File: config.mk
export PLATFORM = sky130hd
export DESIGN_NAME = tdt_host_term
export DESIGN_NICKNAME = d
export VERILOG_FILES = /design/src/rtl/tdt_pkg.sv /design/src/rtl/tdt_sat_cnt.sv /design/src/rtl/tdt_strobe_trk.sv /design/src/rtl/tdt_host_term.sv
export SDC_FILE = /design/constraint.sdc
export NUM_CORES = 1
export LEC_CHECK = 0
export BUFFER_PORTS_ARGS = -buffer_cell sky130_fd_sc_hd__buf_2
export CAP_MARGIN = 10
export CORE_ASPECT_RATIO = 0.9
export CORE_MARGIN = 8
export CORE_UTILIZATION = 50
export CTS_CLUSTER_DIAMETER = 40
export DETAILED_ROUTE_END_ITERATION = 6
export HOLD_SLACK_MARGIN = 0.02
export PLACE_DENSITY = 0.8
export SLEW_MARGIN = 20
export SYNTH_ARGS = -nofsm -noshare
export SYNTH_HDL_FRONTEND = slang
export SYNTH_SLANG_ARGS = --single-unit
File: constraint.sdc
create_clock -name clk -period 5.4 [get_ports clk]
set_input_delay 0.54 -clock clk [delete_from_list [all_inputs] [get_ports clk]]
set_output_delay 0.54 -clock clk [all_outputs]
set_load 0.02 [all_outputs]
File: src/rtl/tdt_pkg.sv
// Shared types for the inbound-burst terminator.
// Assumes: nothing beyond IEEE 1800-2017.
package tdt_pkg;
    typedef enum logic [2:0] {
        ST_IDLE,   // no burst, register path free
        ST_BURST,  // words flowing, host ready
        ST_PAUSE,  // ready released, trailing words allowed
        ST_STOP,   // stop raised, checksum on the bus
        ST_HOLD    // acknowledge released, guard window
    } tdt_state_e;
endpackage

File: src/rtl/tdt_sat_cnt.sv
// Saturating up-counter with synchronous clear.
// Assumes: clr has priority over inc; the value sticks at all ones.
module tdt_sat_cnt #(
    parameter int W = 8
) (
    input  logic         clk,
    input  logic         rst_n,
    input  logic         clr,
    input  logic         inc,
    output logic [W-1:0] q
);
    localparam logic [W-1:0] MAXV = '1;

    // count up, clear on request, hold at the top
    always_ff @(posedge clk) begin
        if (!rst_n || clr)            q <= '0;
        else if (inc && q != MAXV)    q <= q + 1'b1;
    end
endmodule

File: src/rtl/tdt_strobe_trk.sv
// Detects strobe level changes, times the gap since the last one and
// captures accepted words.
// Assumes: strobe is already synchronous to clk; level 0 after reset.
module tdt_strobe_trk #(
    parameter int DW = 16,
    parameter int CW = 8
) (
    input  logic          clk,
    input  logic          rst_n,
    input  logic          strobe,
    input  logic [DW-1:0] data,
    input  logic          accept,
    output logic          edge_now,
    output logic [CW-1:0] since_q,
    output logic          word_valid,
    output logic [DW-1:0] word_data
);
    logic strobe_q;

    // remember previous strobe level
    always_ff @(posedge clk) begin
        if (!rst_n) strobe_q <= 1'b0;
        else        strobe_q <= strobe;
    end

    // any level change is one word
    always_comb edge_now = strobe ^ strobe_q;

    // edges elapsed since the last strobe change (0 right after it)
    tdt_sat_cnt #(.W(CW)) i_since (
        .clk(clk), .rst_n(rst_n), .clr(edge_now), .inc(1'b1), .q(since_q)
    );

    // register accepted words
    always_ff @(posedge clk) begin
        if (!rst_n) begin
            word_valid <= 1'b0;
            word_data  <= '0;
        end else begin
            word_valid <= edge_now && accept;
            if (edge_now && accept) word_data <= data;
        end
    end
endmodule

File: src/rtl/tdt_host_term.sv
// Top: host-side sequencer that grants, pauses and closes an inbound
// burst, limits trailing words and times the release and guard windows.
// Assumes: all inputs synchronous to clk; delay inputs stable per burst.
module tdt_host_term
    import tdt_pkg::*;
#(
    parameter int DW = 16,
    parameter int CW = 8
) (
    input  logic          clk,
    input  logic          rst_n,
    input  logic          start,
    input  logic          term_req,
    input  logic          dev_strobe,
    input  logic          dev_req,
    input  logic [DW-1:0] rx_data,
    input  logic [DW-1:0] crc_in,
    input  logic [CW-1:0] t_sr,
    input  logic [CW-1:0] t_rfs,
    input  logic [CW-1:0] t_mli,
    input  logic [CW-1:0] t_dvs,
    input  logic [CW-1:0] t_ack,
    output logic          dmack_n,
    output logic          hrdy_n,
    output logic          stop,
    output logic          crc_oe,
    output logic [DW-1:0] bus_out,
    output logic          word_valid,
    output logic [DW-1:0] word_data,
    output logic          overrun,
    output logic          regs_ok,
    output logic          done
);
    localparam int EW = CW + 1;

    tdt_state_e    state_q, state_d;
    logic          has_word, limit_two;
    logic [1:0]    trail_cnt;
    logic          edge_now, accept, dev_end, release_ok, term_ok;
    logic [CW-1:0] since_q, phase_q, mli_q;
    logic [EW-1:0] elapsed;

    tdt_strobe_trk #(.DW(DW), .CW(CW)) i_trk (
        .clk(clk), .rst_n(rst_n), .strobe(dev_strobe), .data(rx_data),
        .accept(accept), .edge_now(edge_now), .since_q(since_q),
        .word_valid(word_valid), .word_data(word_data)
    );

    // cycles spent in the current state, cleared on every transition
    tdt_sat_cnt #(.W(CW)) i_phase (
        .clk(clk), .rst_n(rst_n), .clr(state_d != state_q), .inc(1'b1),
        .q(phase_q)
    );

    // edges the device end condition has held while stop is up
    tdt_sat_cnt #(.W(CW)) i_mli (
        .clk(clk), .rst_n(rst_n), .clr(!(dev_end && state_q == ST_STOP)),
        .inc(1'b1), .q(mli_q)
    );

    // derived conditions for the sequencer
    always_comb begin
        elapsed    = {1'b0, phase_q} + EW'(1);
        accept     = (state_q == ST_BURST) ||
                     (state_q == ST_PAUSE && trail_cnt < (limit_two ? 2'd2 : 2'd1));
        dev_end    = dev_strobe && !dev_req;
        term_ok    = term_req && (has_word || edge_now);
        release_ok = dev_end && (mli_q >= t_mli) && (elapsed >= {1'b0, t_dvs});
    end

    // next-state selection
    always_comb begin
        state_d = state_q;
        unique case (state_q)
            ST_IDLE:  if (start)                        state_d = ST_BURST;
            ST_BURST: if (term_ok)                      state_d = ST_PAUSE;
            ST_PAUSE: if (elapsed >= {1'b0, t_rfs})     state_d = ST_STOP;
            ST_STOP:  if (release_ok)                   state_d = ST_HOLD;
            ST_HOLD:  if (elapsed >= {1'b0, t_ack})     state_d = ST_IDLE;
            default:                                    state_d = ST_IDLE;
        endcase
    end

    // state, burst bookkeeping, trailing allowance and error flag
    always_ff @(posedge clk) begin
        if (!rst_n) begin
            state_q   <= ST_IDLE;
            has_word  <= 1'b0;
            limit_two <= 1'b0;
            trail_cnt <= '0;
            overrun   <= 1'b0;
            done      <= 1'b0;
        end else begin
            state_q <= state_d;
            done    <= (state_q == ST_HOLD) && (state_d == ST_IDLE);
            if (state_q == ST_IDLE && start) begin
                has_word <= 1'b0;
                overrun  <= 1'b0;
            end
            if (state_q == ST_BURST && edge_now) has_word <= 1'b1;
            if (state_q == ST_BURST && term_ok) begin
                limit_two <= !(edge_now || since_q < t_sr);
                trail_cnt <= '0;
            end
            if (state_q == ST_PAUSE && edge_now) begin
                if (accept) trail_cnt <= trail_cnt + 2'd1;
                else        overrun   <= 1'b1;
            end
        end
    end

    // line decode from state
    always_comb begin
        dmack_n = (state_q == ST_IDLE) || (state_q == ST_HOLD);
        hrdy_n  = (state_q != ST_BURST);
        stop    = (state_q == ST_STOP) || (state_q == ST_HOLD);
        crc_oe  = (state_q == ST_STOP);
        bus_out = crc_oe ? crc_in : '0;
        regs_ok = (state_q == ST_IDLE);
    end
endmodule

* After elaboration in Yosys (flattened, before gate mapping)
Cells that the tools add are included.
Word-level totals: flip-flop bits (word level) 51, input bits 78, output and inout port bits 40, logic and storage cells 76
Operators by class: $add $sub $neg 5, $lt $le $gt $ge 6, eq/ne operators 9, muxes and demuxes 16, bitwise logic cells 1, reduce and logical (&&, ||, !) cells 27
Operators with widths (count):
- $ge 9x8->1 | 3
- $add 8x1->8 const B | 3
- $ne 8x8->1 const B | 3
- $mux 16 | 1
- $mux 3 | 5
- $pmux 3 s5 | 1
- $logic_and 1x1->1 | 12
- $add 8x1->9 const B | 1
- $ge 8x8->1 | 1
- $logic_or 1x1->1 | 8
- $lt 8x8->1 | 1
- $mux 2 | 4
- $eq 3x2->1 const B | 2
- $logic_not 3->1 | 2
- $mux 1 | 5
- $logic_not 1->1 | 4
- $eq 3x1->1 const B | 1
- $eq 3x3->1 const B | 1
- $ne 3x1->1 const B | 1
- $ne 3x3->1 | 1
- $add 2x1->2 const B | 1
- $lt 2x2->1 | 1
- $reduce_bool 2->1 | 1
- $xor 1x1->1 | 1

* Logic depth before layout (Yosys ltp)
word-level depth 8, mapped depth 9, mapped depth without buffers 9

* Modules after synthesis
Synthesis repeated with hierarchy kept, for this count alone.
Unflattened totals: cells, all modules 437, area, all modules 3674.8 µm²
Modules (own cells, without submodules):
- tdt_host_term | times used 1, cells each 222, area each 1687.9 µm², seq. area each 180.2 µm²
- tdt_sat_cnt | times used 3, cells each 46, area each 421.7 µm², seq. area each 160.2 µm²
- tdt_strobe_trk | times used 1, cells each 77, area each 721.9 µm², seq. area each 360.3 µm²

* Worst setup path after synthesis
OpenSTA, ideal clock, no wires.
kind reg2reg, start point reg i_phase.q[0], end point reg i_phase.q[1], library setup time 0.096 ns, data arrival time 2.434 ns, required time 5.304 ns, setup slack 2.870 ns, cell stages (with the launch flop) 10, buffers on the path 0, clock period less this slack 2.530 ns, cell sequence dfxtp_1 ha_1 nand3_1 xnor2_1 ha_1 and3_1 a221o_1 a31o_2 a21o_1 nor4b_1
On the way: word-level cells in the longest chain between the ends 7, elaborated cells on any way between the ends 13, those cells by class add/sub (2); order compare (3); eq/ne (2); mux (4); reduce/logical (2)
RTL lines:
- start: declaration | RTL line tdt_sat_cnt.sv:10 | output logic [W-1:0] q
- start signal: assignment | RTL line tdt_sat_cnt.sv:17 | else if (inc && q != MAXV) q <= q + 1'b1;
- $add 8x1->9 (*) | RTL line tdt_host_term.sv:63 | elapsed = {1'b0, phase_q} + EW'(1);
- via elapsed[4] | RTL line tdt_host_term.sv:41 | logic [EW-1:0] elapsed;
- $ge 9x8->1 | RTL line tdt_host_term.sv:68 | release_ok = dev_end && (mli_q >= t_mli) && (elapsed >= {1'b0, t_dvs});
- $logic_and 1x1->1 | RTL line tdt_host_term.sv:68
- $mux 3 | RTL line tdt_host_term.sv:78 | ST_STOP: if (release_ok) state_d = ST_HOLD;
- $pmux 3 s5 (*) | RTL line tdt_host_term.sv:74 | unique case (state_q)
- $ne 3x3->1 (*) | RTL line tdt_host_term.sv:51 | .clk(clk), .rst_n(rst_n), .clr(state_d != state_q), .inc(1'b1),
- $logic_or 1x1->1 (*) | RTL line tdt_sat_cnt.sv:16 | if (!rst_n || clr) q <= '0;
The timed path passes the listed nets; every way through them passes the cells marked *. A chain may end at the register's enable or synchronous reset.

* Worst setup path in the final report
start point reg i_phase.q[0], end point reg state_q[0]
On the way: word-level cells in the longest chain between the ends 5, elaborated cells on any way between the ends 9, those cells by class add/sub (1); order compare (3); mux (4); reduce/logical (1)
RTL lines:
- $add 8x1->9 (*) | RTL line tdt_host_term.sv:63
- via elapsed[4] | RTL line tdt_host_term.sv:41
- $ge 9x8->1 | RTL line tdt_host_term.sv:68
- $logic_and 1x1->1 | RTL line tdt_host_term.sv:68
- $mux 3 | RTL line tdt_host_term.sv:78
- $pmux 3 s5 (*) | RTL line tdt_host_term.sv:74
- end signal: assignment | RTL line tdt_host_term.sv:94 | state_q <= state_d;
- end: declaration | RTL line tdt_host_term.sv:36 | tdt_state_e state_q, state_d;
Marks and branches as above.

==> summary.txt <==
Outcome
  • Status: completed

Synthesis
  • Syn Std Cell Area: between 3000 and 4000 sq um
  • Post-Syn Instances: between 400 and 500
  • Post-synthesis sequential area ratio: approximately 30%
  • #FFs+latches synth: 51
  • Yosys warns: 0
  • Synth cell types: 58
  • Synth Net Count: approximately 540
  • Post-synth top flop: dfxtp_1
  • Ys async rst share: 0%
  • EDFF count, synth: 0
  • Top cells by area, synth: dfxtp_1 (30%), ha_1 (16%), nand2_1 (5.7%)
  • Synthesized area per cell: ~8.1 sq um
  • Yosys top cell by area: dfxtp_1
  • Yosys top cell area share: between 30% and 40%

Setup path
  • Worst r2r path cells: 9
  • Setup CP Type: reg -> reg
  • CP Max Fanout: 8
  • WP data arrival: approximately 3200 ps
  • Cells along the critical path: ha_1 -> nand3_1 -> xnor2_1 -> ha_1 -> and3_1 -> a221o_1 -> a31o_2 -> a2111oi_0 -> a211oi_1
  • Most used cell, CP: ha_1
  • Slowest CP cell: dfxtp_1
  • Req. time, crit path: around 5600 ps
  • Critical path buffer and inverter count: 0
  • Critical Path Max Stage Delay: between 500 and 600 ps
  • Worst setup EP type: register
  • CP startpoint kind: register
  • Crit path max-delay family: compound AO/OA/AOI/OAI gates
  • Stages on worst setup path: 9

Placed design
  • Placed cells: roughly 610
  • Gpl congestion: approximately 0.85
  • Detailed Place HPWL: 7113 microns
  • I/O Buffers: 117

Clocking
  • Num CTS Buffers: 5
  • CTS tree: built
  • Post-CTS resize count: 0
  • Clock slew at reported path FFs: ~100 ps
  • Root Driver: clkbuf_8
  • Post-CTS Hold Buffers: 0
  • Setup bufs post-CTS: 0
  • Worst-Skew Late Latency: 300 ps
  • Num Clock Sinks: 51
  • Max clock buf depth: 2
  • H-Tree Depth: 2

Power
  • Leakage: roughly 2.1 nW
  • Pwr Total: 0.8227 mW
  • Cell area power density: approximately 200 nW/um^2
  • Peak VDD IR: ~0.15 mV

Cells and area
  • Area growth syn-to-layout: 22.40%
  • Layout cells sized above 1: a little over a quarter
  • Post-route insts no fill: a little over 600
  • FF+latch area: 1021 sq um
  • Filler instances: about 580
  • Layout net count: between 600 and 700
  • Ant. Diodes: 0
  • Multi-input gate area: between 2000 and 2500 sq um

STA
  • Slew margin rel.: 45.54%
  • Post-route clock period utilization: a little under three fifths
  • RSZ-0062 raised after global routing: no
  • Fin crit period: 3059 ps
  • Sum Neg Setup Slack: 0 ps
  • Skew final: slightly above 8 ps
  • Final Setup Violations: 0
  • Measured slew at the worst slew-check pin: 816.0 ps
  • Number of hold violations in the final report: 0
  • Slew Viols, Final: 0
  • Max frequency: 326.9 MHz

Floorplanning
  • Core footprint: between 6000 and 7000 sq um
  • Initial Util: around 51%
  • Die area: slightly below 10000 sq um
  • Std cell rows: 28
  • I/O pins: ~120
  • Die span in y: between 90 and 100 microns
  • Die W: roughly 100 microns

Routing
  • Routed wire per std cell: 14.02 microns
  • Routed Antenna Nets: 0
  • DR pass1 iterations: 4
  • Final WL: just under 9000 microns
  • Initial DRC count: ~150
  • DR DRC count: 0
  • Via Count: around 3300
  • Vias per cell: approximately 5.3

Worst hold path
  • Worst hold path type: reg -> reg
  • WHS Path Cells: 2

Flow run
  • Max cap viols: 0

Global routing
  • GRT Total Usage: between 15 and 20%
  • Largest net degree at the start of global routing: 27
  • First-pass GRT wire length: around 14000 microns
  • Overflow after GRT: 0
  • Number of global-route vias before repair: between 3000 and 4000
  • Antenna violations before repair: 1
[final timing paths]
kind                                          from            endpoint  slack [ps]
worst max-delay path                  i_phase.q[0]          state_q[0]        2340
worst min-delay path            i_trk.word_data[5]  i_trk.word_data[5]         460
worst max register to register        i_phase.q[0]          state_q[0]        2340
worst min register to register  i_trk.word_data[5]  i_trk.word_data[5]         460
[kinds of logic (layout without fill, tap and decap cells)]
| family | count (synthesis) | count (layout) | share of synthesized area (%) |
|---|---|---|---|
| adders and majority gates | 43 | 43 | 15.95 |
| and+or+nand+nor | 160 | 160 | 24.37 |
| AOI/OAI and AO/OA | 86 | 86 | 17.88 |
| DFF | 51 | 51 | 30.27 |
| muxes | 4 | 4 | 1.187 |
| xor gates and xnor gates | 13 | 13 | 3.375 |
| buffers and inverters | 58 | 173 | 6.973 |
[metal layers]
layer	global-route usage, %	share of wire, %
met3	3.852	8.2
met5	0	0.092
met4	2.686	0.60
met2	32.27	50
met1	20.84	41
[cell type report]
cell class,count,area share (%)
Clock buffer,5,1.667
Clock inverter,3,1.061
Inverter,48,4.364
Multi-Input combinational cell,306,51.27
Sequential cell,51,24.73
Tap cell,90,2.727
Timing Repair Buffer,117,14.18
[registers in the layout, indices dropped and copies added, names as in the netlist]
register	cells
i_phase.q	8
i_trk.strobe_q	1
i_mli.q	8
overrun	1
i_trk.word_data	16
has_word	1
trail_cnt	2
state_q	3
i_trk.word_valid	1
done	1
i_trk.i_since.q	8
limit_two	1
[cells in the final DEF, fill, tap and decap left out, types with 5 or more instances in the layout]
cell      Yosys  final
clkbuf_8      0      5
ha_1         43     43
xnor2_1       8      8
buf_2         2    117
and3_1       19     19
nor2_1       27     27
a31oi_1       5      5
nand3_1      15     15
nand4_1       7      7
nor4_1        6      6
inv_1        48     48
a211oi_1      7      7
dfxtp_1      51     51
nand2_1      51     51
a21oi_1      28     28
o21ai_0      13     13
nor3_1        7      7
xor2_1        5      5
[metrics by stage]
step / cell area [sq um] / setup WS [ps] / util, % / hold slack (ps)
after global routing: 4129 / 2069 / 63.03 / 466.8
after global placement: 4016 / 2606 / 61.31 / 438.3
final: 4129 / 2341 / 63.03 / 455.4
after detailed placement: 4016 / 2393 / 61.31 / 443.0
after floorplan: 3373 / 2870 / - / 454.8
after CTS: 4129 / 2374 / 63.03 / 457.1
[power breakdown]
| group | switching [mW] | internal, mW |
|---|---|---|
| registers | 0.0136 | 0.389 |
| logic | 0.0914 | 0.0650 |
| clock network | 0.126 | 0.138 |
[synth_stat cells (2+ instances only)]
cell	n
dfxtp_1	51
or3_1	2
o221ai_1	3
o21ai_0	13
nand4_1	7
clkbuf_1	6
buf_6	2
nor2_1	27
a211oi_4	2
a211oi_1	7
nor2b_1	4
inv_1	48
a21o_1	4
or2_2	2
and2_1	2
a21oi_1	28
buf_2	2
nor3_1	7
o21a_1	4
xnor2_1	8
mux2i_1	4
nand2_1	51
nand2b_1	2
nand3_1	15
o211ai_1	4
and4_1	2
xor2_1	5
nor4_1	6
and3_1	19
ha_1	43
nor3b_2	2
a31oi_1	5
nor4b_1	3
[worst reg2reg max path: stages (launching register included)]
cell	delay, ps
dfxtp_1	530
ha_1	300
nand3_1	110
xnor2_1	400
ha_1	330
and3_1	180
a221o_1	290
a31o_2	240
a2111oi_0	430
a211oi_1	100
(Power assumes the default switching activity.)
